==> config.mk <==
export PLATFORM = sky130hd
export DESIGN_NAME = psa_adder
export DESIGN_NICKNAME = d
export VERILOG_FILES = /design/src/rtl/psa_pkg.sv /design/src/rtl/psa_quant.sv /design/src/rtl/psa_serializer.sv /design/src/rtl/psa_slice_add.sv /design/src/rtl/psa_deser.sv /design/src/rtl/psa_adder.sv
export SDC_FILE = /design/constraint.sdc
export NUM_CORES = 1
export LEC_CHECK = 0
export CORE_ASPECT_RATIO = 0.8
export CORE_UTILIZATION = 30
export DETAILED_ROUTE_END_ITERATION = 12
export GPL_TIMING_DRIVEN = 1
export PLACE_DENSITY = 0.58
export SKIP_LAST_GASP = 1
export SYNTH_ARGS = -nofsm -noshare
export SYNTH_HDL_FRONTEND = slang
export SYNTH_SLANG_ARGS = --single-unit
==> constraint.sdc <==
create_clock -name clk_i -period 2.1 [get_ports clk_i]
set_input_delay 0.42 -clock clk_i [delete_from_list [all_inputs] [get_ports clk_i]]
set_output_delay 0.42 -clock clk_i [all_outputs]
set_load 0.01 [all_outputs]
==> src/rtl/psa_pkg.sv <==
package psa_pkg;

  typedef enum logic [0:0] {ST_IDLE = 1'b0, ST_RUN = 1'b1} psa_state_e;

  // slices kept for a requested precision; 0 or over-range selects full width
  function automatic int kept_slices(int prec, int data_w, int slice_w);
    int p;
    p = (prec == 0 || prec > data_w) ? data_w : prec;
    return (p + slice_w - 1) / slice_w;
  endfunction

endpackage

==> src/rtl/psa_quant.sv <==
module psa_quant #(
  parameter int DATA_W  = 64,
  parameter int SLICE_W = 8,
  localparam int NUM_SL  = DATA_W / SLICE_W,
  localparam int CNT_W   = $clog2(NUM_SL + 1),
  localparam int PREC_W  = $clog2(DATA_W + 1),
  localparam int SLICE_LG = $clog2(SLICE_W)
) (
  input  logic [DATA_W-1:0] a_i,
  input  logic [DATA_W-1:0] b_i,
  input  logic [PREC_W-1:0] prec_i,
  output logic [DATA_W-1:0] a_kept_o,
  output logic [DATA_W-1:0] b_kept_o,
  output logic [CNT_W-1:0]  n_slices_o
);

  logic [CNT_W-1:0]  skip_sl;
  logic [PREC_W-1:0] shamt;

  always_comb begin
    n_slices_o = CNT_W'(psa_pkg::kept_slices(int'(prec_i), DATA_W, SLICE_W));
    skip_sl    = CNT_W'(NUM_SL) - n_slices_o;
    shamt      = PREC_W'(skip_sl) << SLICE_LG;
    // kept bits moved to the bottom so the serializer starts at bit 0
    a_kept_o   = a_i >> shamt;
    b_kept_o   = b_i >> shamt;
  end

endmodule

==> src/rtl/psa_serializer.sv <==
module psa_serializer #(
  parameter int DATA_W  = 64,
  parameter int SLICE_W = 8
) (
  input  logic               clk_i,
  input  logic               rst_ni,
  input  logic               load_i,
  input  logic               shift_i,
  input  logic [DATA_W-1:0]  a_i,
  input  logic [DATA_W-1:0]  b_i,
  output logic [SLICE_W-1:0] a_sl_o,
  output logic [SLICE_W-1:0] b_sl_o
);

  logic [DATA_W-1:0] a_sh_q, b_sh_q;

  always_ff @(posedge clk_i or negedge rst_ni) begin
    if (!rst_ni) begin
      a_sh_q <= '0;
      b_sh_q <= '0;
    end else if (load_i) begin
      a_sh_q <= a_i;
      b_sh_q <= b_i;
    end else if (shift_i) begin
      a_sh_q <= a_sh_q >> SLICE_W;
      b_sh_q <= b_sh_q >> SLICE_W;
    end
  end

  assign a_sl_o = a_sh_q[SLICE_W-1:0];
  assign b_sl_o = b_sh_q[SLICE_W-1:0];

endmodule

==> src/rtl/psa_slice_add.sv <==
module psa_slice_add #(
  parameter int SLICE_W = 8
) (
  input  logic               clk_i,
  input  logic               rst_ni,
  input  logic               clr_i,
  input  logic               en_i,
  input  logic [SLICE_W-1:0] a_i,
  input  logic [SLICE_W-1:0] b_i,
  output logic [SLICE_W-1:0] sum_o,
  output logic               carry_o
);

  logic               carry_q;
  logic [SLICE_W:0]   full;

  assign full  = {1'b0, a_i} + {1'b0, b_i} + {{SLICE_W{1'b0}}, carry_q};
  assign sum_o = full[SLICE_W-1:0];

  always_ff @(posedge clk_i or negedge rst_ni) begin
    if (!rst_ni)     carry_q <= 1'b0;
    else if (clr_i)  carry_q <= 1'b0;
    else if (en_i)   carry_q <= full[SLICE_W];
  end

  assign carry_o = carry_q;

endmodule

==> src/rtl/psa_deser.sv <==
module psa_deser #(
  parameter int DATA_W  = 64,
  parameter int SLICE_W = 8
) (
  input  logic               clk_i,
  input  logic               rst_ni,
  input  logic               clr_i,
  input  logic               en_i,
  input  logic [SLICE_W-1:0] sum_i,
  output logic [DATA_W-1:0]  acc_o
);

  logic [DATA_W-1:0] acc_q, acc_d;

  // slices enter at the top; after k shifts they sit in the kept region
  generate
    if (SLICE_W == DATA_W) begin : g_single
      assign acc_d = sum_i;
    end else begin : g_shift
      assign acc_d = {sum_i, acc_q[DATA_W-1:SLICE_W]};
    end
  endgenerate

  always_ff @(posedge clk_i or negedge rst_ni) begin
    if (!rst_ni)     acc_q <= '0;
    else if (clr_i)  acc_q <= '0;
    else if (en_i)   acc_q <= acc_d;
  end

  assign acc_o = acc_q;

endmodule

==> src/rtl/psa_adder.sv <==
module psa_adder #(
  parameter int DATA_W  = 64,
  parameter int SLICE_W = 8,
  localparam int NUM_SL = DATA_W / SLICE_W,
  localparam int CNT_W  = $clog2(NUM_SL + 1),
  localparam int PREC_W = $clog2(DATA_W + 1)
) (
  input  logic              clk_i,
  input  logic              rst_ni,
  input  logic              in_valid_i,
  output logic              in_ready_o,
  input  logic [DATA_W-1:0] a_i,
  input  logic [DATA_W-1:0] b_i,
  input  logic [PREC_W-1:0] prec_i,
  output logic              res_valid_o,
  output logic [DATA_W-1:0] result_o,
  output logic              overflow_o
);

  import psa_pkg::*;

  psa_state_e         state_q;
  logic [CNT_W-1:0]   cnt_q;
  logic               res_valid_q;
  logic               accept, step, last;
  logic [DATA_W-1:0]  a_kept, b_kept;
  logic [CNT_W-1:0]   n_slices;
  logic [SLICE_W-1:0] a_sl, b_sl, sum_sl;
  logic               carry;

  assign accept = in_valid_i && (state_q == ST_IDLE);
  assign step   = (state_q == ST_RUN);
  assign last   = step && (cnt_q == CNT_W'(1));

  psa_quant #(.DATA_W(DATA_W), .SLICE_W(SLICE_W)) quant_i (
    .a_i        (a_i),
    .b_i        (b_i),
    .prec_i     (prec_i),
    .a_kept_o   (a_kept),
    .b_kept_o   (b_kept),
    .n_slices_o (n_slices)
  );

  psa_serializer #(.DATA_W(DATA_W), .SLICE_W(SLICE_W)) ser_i (
    .clk_i   (clk_i),
    .rst_ni  (rst_ni),
    .load_i  (accept),
    .shift_i (step),
    .a_i     (a_kept),
    .b_i     (b_kept),
    .a_sl_o  (a_sl),
    .b_sl_o  (b_sl)
  );

  psa_slice_add #(.SLICE_W(SLICE_W)) add_i (
    .clk_i   (clk_i),
    .rst_ni  (rst_ni),
    .clr_i   (accept),
    .en_i    (step),
    .a_i     (a_sl),
    .b_i     (b_sl),
    .sum_o   (sum_sl),
    .carry_o (carry)
  );

  psa_deser #(.DATA_W(DATA_W), .SLICE_W(SLICE_W)) deser_i (
    .clk_i  (clk_i),
    .rst_ni (rst_ni),
    .clr_i  (accept),
    .en_i   (step),
    .sum_i  (sum_sl),
    .acc_o  (result_o)
  );

  always_ff @(posedge clk_i or negedge rst_ni) begin
    if (!rst_ni) begin
      state_q     <= ST_IDLE;
      cnt_q       <= '0;
      res_valid_q <= 1'b0;
    end else begin
      res_valid_q <= last;
      if (accept) begin
        state_q <= ST_RUN;
        cnt_q   <= n_slices;
      end else if (step) begin
        cnt_q <= cnt_q - CNT_W'(1);
        if (last) state_q <= ST_IDLE;
      end
    end
  end

  assign in_ready_o  = (state_q == ST_IDLE);
  assign res_valid_o = res_valid_q;
  assign overflow_o  = carry;

endmodule

; ---- After elaboration in Yosys (flattened, before gate mapping)
; Cells that the tools add are included.
[totals]
input_bits = 138
register_bits = 199
out_inout_bits = 67
[op_classes]
n_lt_le_gt_ge = 1
bitwise = 2
n_mux = 14
eq_ne = 1
reduce_logical = 6
n_addsub = 7
shifts = 2
[ops]
columns = op, count
row1 = 64-bit two-way mux, 6
row2 = 64-bit by 7-bit >> shifter with 64-bit output, 2
row3 = 32-bit by 5-bit adder with 32-bit output (second input constant), 1
row4 = 32-bit by 2-bit subtractor with 32-bit output (second input constant), 1
row5 = 8-bit by 8-bit adder with 9-bit output, 1
row6 = 9-bit by 1-bit adder with 9-bit output, 1
row7 = 4-bit two-way mux, 2
row8 = 7-bit greater-than comparator (second input constant), 1
row9 = 7-bit logical NOT, 1
row10 = 7-bit two-way mux, 1
row11 = 1-bit two-way mux, 5
row12 = 4-bit by 1-bit adder with 4-bit output, 1
row13 = 4-bit by 1-bit == test with 1-bit output (second input constant), 1
row14 = 4-bit by 1-bit subtractor with 4-bit output (second input constant), 1
row15 = 4-bit subtractor (first input constant), 1
row16 = 3-bit OR reduction, 1
row17 = 1-bit logical AND, 2
row18 = 2-bit nonzero test, 1
row19 = 1-bit bitwise AND, 1
row20 = 1-bit logical OR, 1
row21 = 1-bit inverter, 1

; ---- Depth between registers and ports, before layout
; Gate-level depths: netlist of the first run.
[logic_depth]
word_depth = 11
depth_mapped = 9
ltp_nobuf = 9

; ---- By module
; From an unflattened synthesis of the first run, not the netlist that was laid out.
[unflattened]
hier_cells = 1466
area_unflattened_um2 = 13381.6
[modules_own_cells]
columns = mod, cells_each, instances, seq_area_each_um2, area_per_inst_um2
row1 = psa_serializer, 570, 1, 3203.1, 6044.5
row2 = psa_quant, 611, 1, 0.0, 4026.4
row3 = psa_deser, 206, 1, 1601.5, 2611.3
row4 = psa_slice_add, 48, 1, 25.0, 370.4
row5 = psa_adder, 31, 1, 150.1, 329.1

; ---- Worst setup path after synthesis of the first run
; Ideal clock, no wire load.
[synth_timing]
path_type = input to register
startpoint = input port prec_i[1]
endpoint = register ser_i.b_sh_q[15]
path_stages = 9
setup_ns = 0.134
path_buffers = 3
arrival_ns = 2.055
setup_slack_ns = -0.089
required_time_ns = 1.966
cell_sequence = o31a_1 > or3_1 > buf_2 > buf_4 > buf_2 > nand2_1 > a31oi_1 > a222oi_1 > o21ai_1
[synth_between]
elab_chain_len = 11
word_cells_on_any_way = 12
classes_between = add/sub (4) / order compare (1) / shift (1) / mux (2) / bitwise (1) / reduce/logical (3)
[synth_rtl]
columns = element, line
row1 = start: declaration, psa_adder.sv:14  ; input logic [PREC_W-1:0] prec_i,
row2 = 7-bit greater-than comparator / 7-bit logical NOT (equally long branches), psa_pkg.sv:8  ; p = (prec == 0 || prec > data_w) ? data_w : prec;
row3 = 1-bit logical OR, psa_pkg.sv:8
row4 = 7-bit two-way mux *, psa_pkg.sv:8
row5 = 32-bit by 5-bit adder with 32-bit output *, psa_pkg.sv:9  ; return (p + slice_w - 1) / slice_w;
row6 = 32-bit by 2-bit subtractor with 32-bit output *, psa_pkg.sv:9
row7 = 3-bit OR reduction (no line), --
row8 = 1-bit bitwise AND (no line), --
row9 = 4-bit by 1-bit adder with 4-bit output (no line) *, --
row10 = 4-bit subtractor *, psa_quant.sv:22  ; skip_sl = CNT_W'(NUM_SL) - n_slices_o;
row11 = 64-bit by 7-bit >> shifter with 64-bit output *, psa_quant.sv:26  ; b_kept_o = b_i >> shamt;
row12 = 64-bit two-way mux *, psa_serializer.sv:21  ; end else if (load_i) begin
row13 = end signal: assignment, psa_serializer.sv:23  ; b_sh_q <= b_i;
row14 = end signal: assignment, psa_serializer.sv:26  ; b_sh_q <= b_sh_q >> SLICE_W;
row15 = end: declaration, psa_serializer.sv:15  ; logic [DATA_W-1:0] a_sh_q, b_sh_q;
; Mark *: on every way between the ends. The rest lies on a longest branch, timed or not.
; A chain may end at the register's enable or synchronous reset.

; ---- Worst setup path in the final report of the first run
[layout_timing]
startpoint = input port prec_i[2]
endpoint = register ser_i.a_sh_q[4]
[layout_between]
elab_chain_len = 11
word_cells_on_any_way = 12
classes_between = add/sub (4) / order compare (1) / shift (1) / mux (2) / bitwise (1) / reduce/logical (3)
[layout_rtl]
columns = element, line
row1 = 7-bit greater-than comparator / 7-bit logical NOT (equally long branches), psa_pkg.sv:8
row2 = 1-bit logical OR, psa_pkg.sv:8
row3 = 7-bit two-way mux *, psa_pkg.sv:8
row4 = 32-bit by 5-bit adder with 32-bit output *, psa_pkg.sv:9
row5 = 32-bit by 2-bit subtractor with 32-bit output *, psa_pkg.sv:9
row6 = 3-bit OR reduction (no line), --
row7 = 1-bit bitwise AND (no line), --
row8 = 4-bit by 1-bit adder with 4-bit output (no line) *, --
row9 = 4-bit subtractor *, psa_quant.sv:22
row10 = 64-bit by 7-bit >> shifter with 64-bit output *, psa_quant.sv:25  ; a_kept_o = a_i >> shamt;
row11 = 64-bit two-way mux *, psa_serializer.sv:21
row12 = end signal: assignment, psa_serializer.sv:22  ; a_sh_q <= a_i;
row13 = end signal: assignment, psa_serializer.sv:25  ; a_sh_q <= a_sh_q >> SLICE_W;
row14 = end: declaration, psa_serializer.sv:15
; Marked as above.

==> results of run 1 <==
[path summary, 6_finish.rpt]
| check | startpoint | endpoint | slack (ps) | depth (start not counted) |
|---|---|---|---|---|
| worst min-delay path | rst_ni | ser_i.b_sh_q[26] | 470 | 2 |
| max in group asynchronous | rst_ni | deser_i.acc_o[25] | 880 | 3 |
| worst min register to register | deser_i.acc_o[2] | deser_i.acc_o[2] | 490 | 1 |
| worst max register to register | add_i.carry_o | add_i.carry_o | 80 | 9 |
| min in group clk_i | deser_i.acc_o[2] | deser_i.acc_o[2] | 490 | 1 |
| worst max-delay path | prec_i[2] | ser_i.a_sh_q[4] | 40 | 10 |
[power by group through the flow]
| stage | logic (µW) | registers (µW) | clock network (µW) |
|---|---|---|---|
| CTS | 7180 | 6180 | 3260 |
| global route | 7910 | 6350 | 3410 |
| finish | 7280 | 6180 | 3220 |
| detailed placement | 7020 | 6240 | 0 |
| floorplan | 3610 | 6120 | 0 |
| global placement | 6910 | 6230 | 0 |
[worst register-to-register path: stages (launching register included)]
cell and delay, ps:
dfrtp_1 410, fa_2 410, inv_2 70, fa_2 210, nor2b_2 50, o21ai_2 140
a21boi_2 90, or3_4 340, a21oi_2 140, o21ai_1 60
[metrics by stage]
step            util  area, µm²  std cells  hold WS, ps
6_report       0.449      15600       1917          469
4_1_cts        0.443      15400       1903          480
3_5_place_dp   0.416      14500       1857          382
5_1_grt        0.449      15600       1916          496
2_1_floorplan      -      10600       1098          124
3_3_place_gp   0.416      14500       1857          383
[state kept, by name (all words and copies together), names as in the netlist]
signal         cells
deser_i.acc_o     64
ser_i.b_sh_q      64
add_i.carry_o      1
ser_i.a_sh_q      64
cnt_q              4
res_valid_o        1
state_q            1
[per-layer routing]
layer	GRT usage	share of wire	up-vias
met5	0	0	-
met2	0.353	0.45	489
met1	0.322	0.45	5238
met4	0.0704	0.019	0
met3	0.0419	0.074	48
li1	-	-	4861
[timing repair]
item / in CTS / in global routing
gates resized for setup: 47 / 35
setup endpoints to repair: 130 / 88
endpoints found under the hold margin: 37 / 0
pin swaps: 8 / 16
buffers inserted: 10 / 10
hold buffers: 1 / 0
gates cloned: 5 / 1
[synthesized netlist by cell type (all sizes together) (4+ instances only)]
master / number / area, µm²
a211o: 6 / 52.6
a211oi: 20 / 150
a21oi: 40 / 204
a222oi: 30 / 300
a22o: 73 / 639
a22oi: 67 / 503
a2bb2oi: 5 / 43.8
a31oi: 22 / 138
buf: 26 / 148
clkbuf: 72 / 270
dfrtp: 199 / 4980
ha: 9 / 113
inv: 11 / 41.3
mux2: 7 / 78.8
mux2i: 66 / 661
nand2: 182 / 683
nand3: 40 / 200
nor2: 33 / 126
nor2b: 15 / 93.8
nor3: 10 / 55.1
o211ai: 22 / 165
o21ai: 61 / 305
o221a: 7 / 78.8
o22ai: 38 / 238
or3: 7 / 43.8
xor2: 4 / 35.0
[area by class of cell]
class / instances / area [µm²]
well taps: 472 / 591
clock inverters: 11 / 116
multi-input cells: 790 / 5440
fillers: 3330 / 19200
inverters: 11 / 41.3
clock buffers: 19 / 443
flip-flops and latches: 199 / 4980
diodes: 4 / 10.0
repair buffers: 411 / 4010
[cells by family (layout without fill, tap and decap cells)]
logic type	after synthesis	after routing	share of synthesized area
AOI/OAI and AO/OA	410	410	0.281
and+or+nand+nor	290	290	0.117
muxes	73	73	0.0697
buffers and inverters	109	452	0.0433
xor gates and xnor gates	6	6	0.00496
other	0	4	0
DFF	199	199	0.470
adders and majority gates	11	11	0.0144
==> impl_results.md, run 1 <==
- Status: finished, final reports clean
- Final WL: 41000 µm
- Delay-heaviest family, CP: buffers and inverters
- Most frequent cells in the layout: dfrtp_1 (197), clkdlybuf4s50_1 (196), nand2_1 (182), buf_4 (174), a22o_1 (73)
- Reg power frac: 0.370
- DRC viols: 0
- Via Count: approximately 11000
- Power density over the cells: 1070 mW/mm²
- Psw: slightly above 6000 µW
- Setup TNS: 0 ps
- Commonest non-fill, non-tap cell in the layout: dfrtp_1
- CP peak stage delay: 410 ps
- Worst slack after detailed placement: -769 ps
- Clk slew on worst S/H paths: 80 ps
- RSZ-0062 raised after global routing: true
- Post-route ant nets: 0
- Die ar.: 0.0361 mm²
- Final Setup Violations: 0
- Final WS setup: between 40 and 50 ps
- Syn-to-layout area delta: 47.4%
- Post-DR wirelength/cell: ~21 µm
- IO Port Bufs: 204
- Mapped cell area: 0.0106 mm²
- Core Area: 0.0348 mm²
- Sink Count: 199
- Gp weighted congestion: 0.893
- Bufs and invs on worst path: 4
- Ys flop type: dfrtp_1
- IO Pins: 205
- Share of cells above drive strength 1: 0.217
- Syn Inst Count: between 1000 and 1500
- Relative max-transition margin: 0.633
- Vias in the first global route: 10300
- Min Clock Period, post-route: 2060 ps
- Synth Area per Inst: 9.66 µm²
- Worst skew pair latency: 450 ps
- FF+latch count, synth: 199
- Overflow after GRT: 0
- Num CTS Buffers: 17
- Dpl hpwl: 29600 µm
- Internal power: 10500 µW
- Critical Path AT: roughly 2400 ps
- Slew Viols, Final: 0
- Leak: 0.00698 µW
- DR iter-0 viols: 1336
- First-pass DRT Iterations: 9
- Number of flops mapped to enable cells by yosys: 0
- Combinational power share: 0.436
- Seq/Total Area, Yosys: 0.470
- MaxCap Viol Count: 0
- Chip width: 212 µm
- Hold crit path type: primary input to async pin
- Total power: between 15000 and 20000 µW
- Clk pwr share: 0.193
- Antenna violations before repair: 4
- Starting density of the core: 0.305
- First-pass GRT wire length: about 63000 µm
- Chip height: 170 µm
- Least-Margin Pin Slew: roughly 550 ps
- CP Cell Sequence: clkdlybuf4s15_2 -> o31a_1 -> or3_4 -> buf_12 -> buf_12 -> buf_16 -> mux2i_2 -> nand2_1 -> nand2_1 -> a211oi_1
- Syn. warnings: 0
- # rows: 61
- CP required: 2450 ps
- Worst setup SP type: primary input
- H-Tree Depth: 4
- Total track usage: 0.228
- Final Skew: approximately 15 ps
- CTS max path bufs: 2
- Vias per inst: roughly 5.5
- Switch share: 0.370
- Worst Setup End Kind: flip-flop
- Ys async rst share: 1.00
- CP max FO: 21
- Achievable frequency: between 0.4 and 0.5 GHz
- Max VDD drop: 612 µV
- Period Utilization, post-route: 0.980
- Final Hold Vio Count: 0
- Largest net degree at the start of global routing: 72
- Unique masters post-synth: 52
- Post-Syn Nets: 1247
- Critical path class: primary input to flip-flop
- Slowest cell on crit path: or3_4
- Clk root buf: clkbuf_16
- CTS tree: yes
- Final #Nets: 1579
(Power assumes the default switching activity.)
==> run 2: changes to the inputs <==
- GPL_ROUTABILITY_DRIVEN: not set -> 1
- SLEW_MARGIN: not set -> 25
==> results of run 2 <==
Final layout, timing and power as in run 1 (identical DEF).
==> run 3: changes to the inputs <==
- PLACE_DENSITY: 0.58 -> 0.56
- clock period: 2.1 -> 2.45 ns (I/O delays scaled with it)
==> impl_results.md, run 3 (synthesized netlist as in run 1, its figures left out) <==
- Post-route ant nets: 0
- Critical Path AT: 2570 ps
- Starting density of the core: 0.305
- Psw: 5250 µW
- Worst R2R Start: add_i.carry_o
- First-pass DRT Iterations: 7
- CP required: roughly 2800 ps
- Status: finished with violations
- CTS max path bufs: 2
- Total power: roughly 14000 µW
- N_diodes: 0
- Combinational power share: 0.425
- IO Pins: between 200 and 250
- Clk slew on worst S/H paths: 80 ps
- Overflow after GRT: 0
- Largest net degree at the start of global routing: 65
- Worst reg2reg path depth: 9
- Critical path class: flip-flop to flip-flop
- Chip width: 212 µm
- CP max FO: 3
- Antenna violations before repair: 0
- IO Port Bufs: around 200
- FF-to-FF setup slack: 190 ps
- RSZ-0062 raised after global routing: false
- Worst setup SP type: flip-flop
- Least-Margin Pin Slew: 717 ps
- Fill cell count: 3402
- Reg2reg end: add_i.carry_o
- Sink Count: approximately 200
- Dpl hpwl: around 28000 µm
- Most frequent cells in the layout: clkdlybuf4s50_1 (199), dfrtp_1 (198), nand2_1 (181), buf_4 (134), a22o_1 (73)
- Final WS setup: 190 ps
- Vias per inst: 5.56
- Final Skew: approximately 13 ps
- Internal power: 8770 µW
- Slew Viols, Final: 0
- Switch share: 0.374
- Share of cells above drive strength 1: 0.164
- Final Hold Vio Count: 1
- Reg power frac: 0.378
- Failing checks: negative hold slack
- Period Utilization, post-route: 0.923
- Clk pwr share: 0.198
- Worst slack after detailed placement: -503 ps
- Leak: just under 0.007 µW
- Max VDD drop: 474 µV
- Worst Hold Slack: -2.32 ps
- Syn-to-layout area delta: 42.5%
- Final Setup Violations: 0
- DRC viols: 0
- Min Clock Period, post-route: 2260 ps
- Worst Setup End Kind: flip-flop
- Vias in the first global route: 10200
- Commonest non-fill, non-tap cell in the layout: clkdlybuf4s50_1
- Final WL: roughly 40000 µm
- Final #Nets: roughly 1500
- # rows: 61
- First-pass GRT wire length: 60200 µm
- Hold crit path type: primary input to async pin
- Via Count: 10400
- Chip height: approximately 170 µm
- CTS tree: yes
- H-Tree Depth: 4
- Die ar.: 0.0361 mm²
- Post-DR wirelength/cell: 21.5 µm
- Power density over the cells: 928 mW/mm²
- DR iter-0 viols: between 1000 and 1500
- Relative max-transition margin: 0.522
- Core Area: 0.0348 mm²
- Total track usage: 0.218
- Gp weighted congestion: between 0.8 and 0.9
- Achievable frequency: 0.442 GHz
- Num CTS Buffers: 17
- MaxCap Viol Count: 0
- Clk root buf: clkbuf_16
- Worst skew pair latency: 440 ps
[run 3: cell types whose count changed in the layout (fill, tap and decap cells not counted), moves of 5 or more]
cell,change
buf_4,-40
mux2i_1,+15
mux2i_2,-11
a21oi_1,+5
a21oi_2,-5
[run 3: worst max-delay path, cell delays in order (launching register included)]
cell and delay (ps):
dfrtp_1 440, fa_1 450, inv_1 80, fa_1 200
nor2b_1 50, o21ai_0 210, a21boi_1 140, or3_1 350
a21oi_1 130, o21ai_0 80
[run 3: layout make-up]
class | instances | area [µm²] | area share
clock inverters | 13 | 136 | 0.00903
flip-flops and latches | 199 | 4980 | 0.330
well taps | 472 | 591 | 0.0391
repair buffers | 367 | 3650 | 0.242
inverters | 11 | 41.3 | 0.00273
multi-input cells | 790 | 5270 | 0.349
clock buffers | 19 | 433 | 0.0287
[run 3: power by group through the flow]
stage               registers (µW)  logic [µW]  clock network, µW
finish                        5300        5960               2770
global route                  5440        6460               2980
CTS                           5290        5910               2830
detailed placement            5340        5900                  0
global placement              5330        5820                  0
floorplan                     5240        3080                  0
[run 3: metal layers]
metal  up-vias  routed length (µm)  track usage
met5         -                   0            0
met4         0                 518       0.0532
met3        37                2640       0.0415
met2       417               18600        0.345
met1      5197               18400        0.306
li1       4760                   -            -
[run 3: how the worst max path moves through the flow]
stage	start	slack, ps	depth (start not counted)	endpoint
after floorplan	prec_i[1]	190	9	ser_i.b_sh_q[15]
after global placement	prec_i[1]	-440	9	ser_i.b_sh_q[62]
after detailed placement	prec_i[1]	-500	9	ser_i.b_sh_q[60]
after CTS	prec_i[1]	-30	9	ser_i.b_sh_q[60]
after global routing	add_i.carry_o	20	9	add_i.carry_o
final	add_i.carry_o	190	9	add_i.carry_o
[run 3: metrics by stage]
step                cells  cell area, µm²   util  hold slack, ps  TNS [ps]
floorplan            1098           10600      -             194         0
global placement     1833           14400  0.413             479    -41460
detailed placement   1833           14400  0.413             479    -49080
CTS                  1865           14900  0.429            8.69      -312
global route         1871           15100  0.434            14.9         0
finish               1871           15100  0.434           -2.32         0
[run 3: what timing repair did]
action	in CTS	in global routing
hold buffers	0	0
buffers inserted	0	3
resized for setup	1	22
gates cloned	0	3
pin swaps	0	3
hold endpoints to repair	0	0
endpoints found under the setup margin	17	91
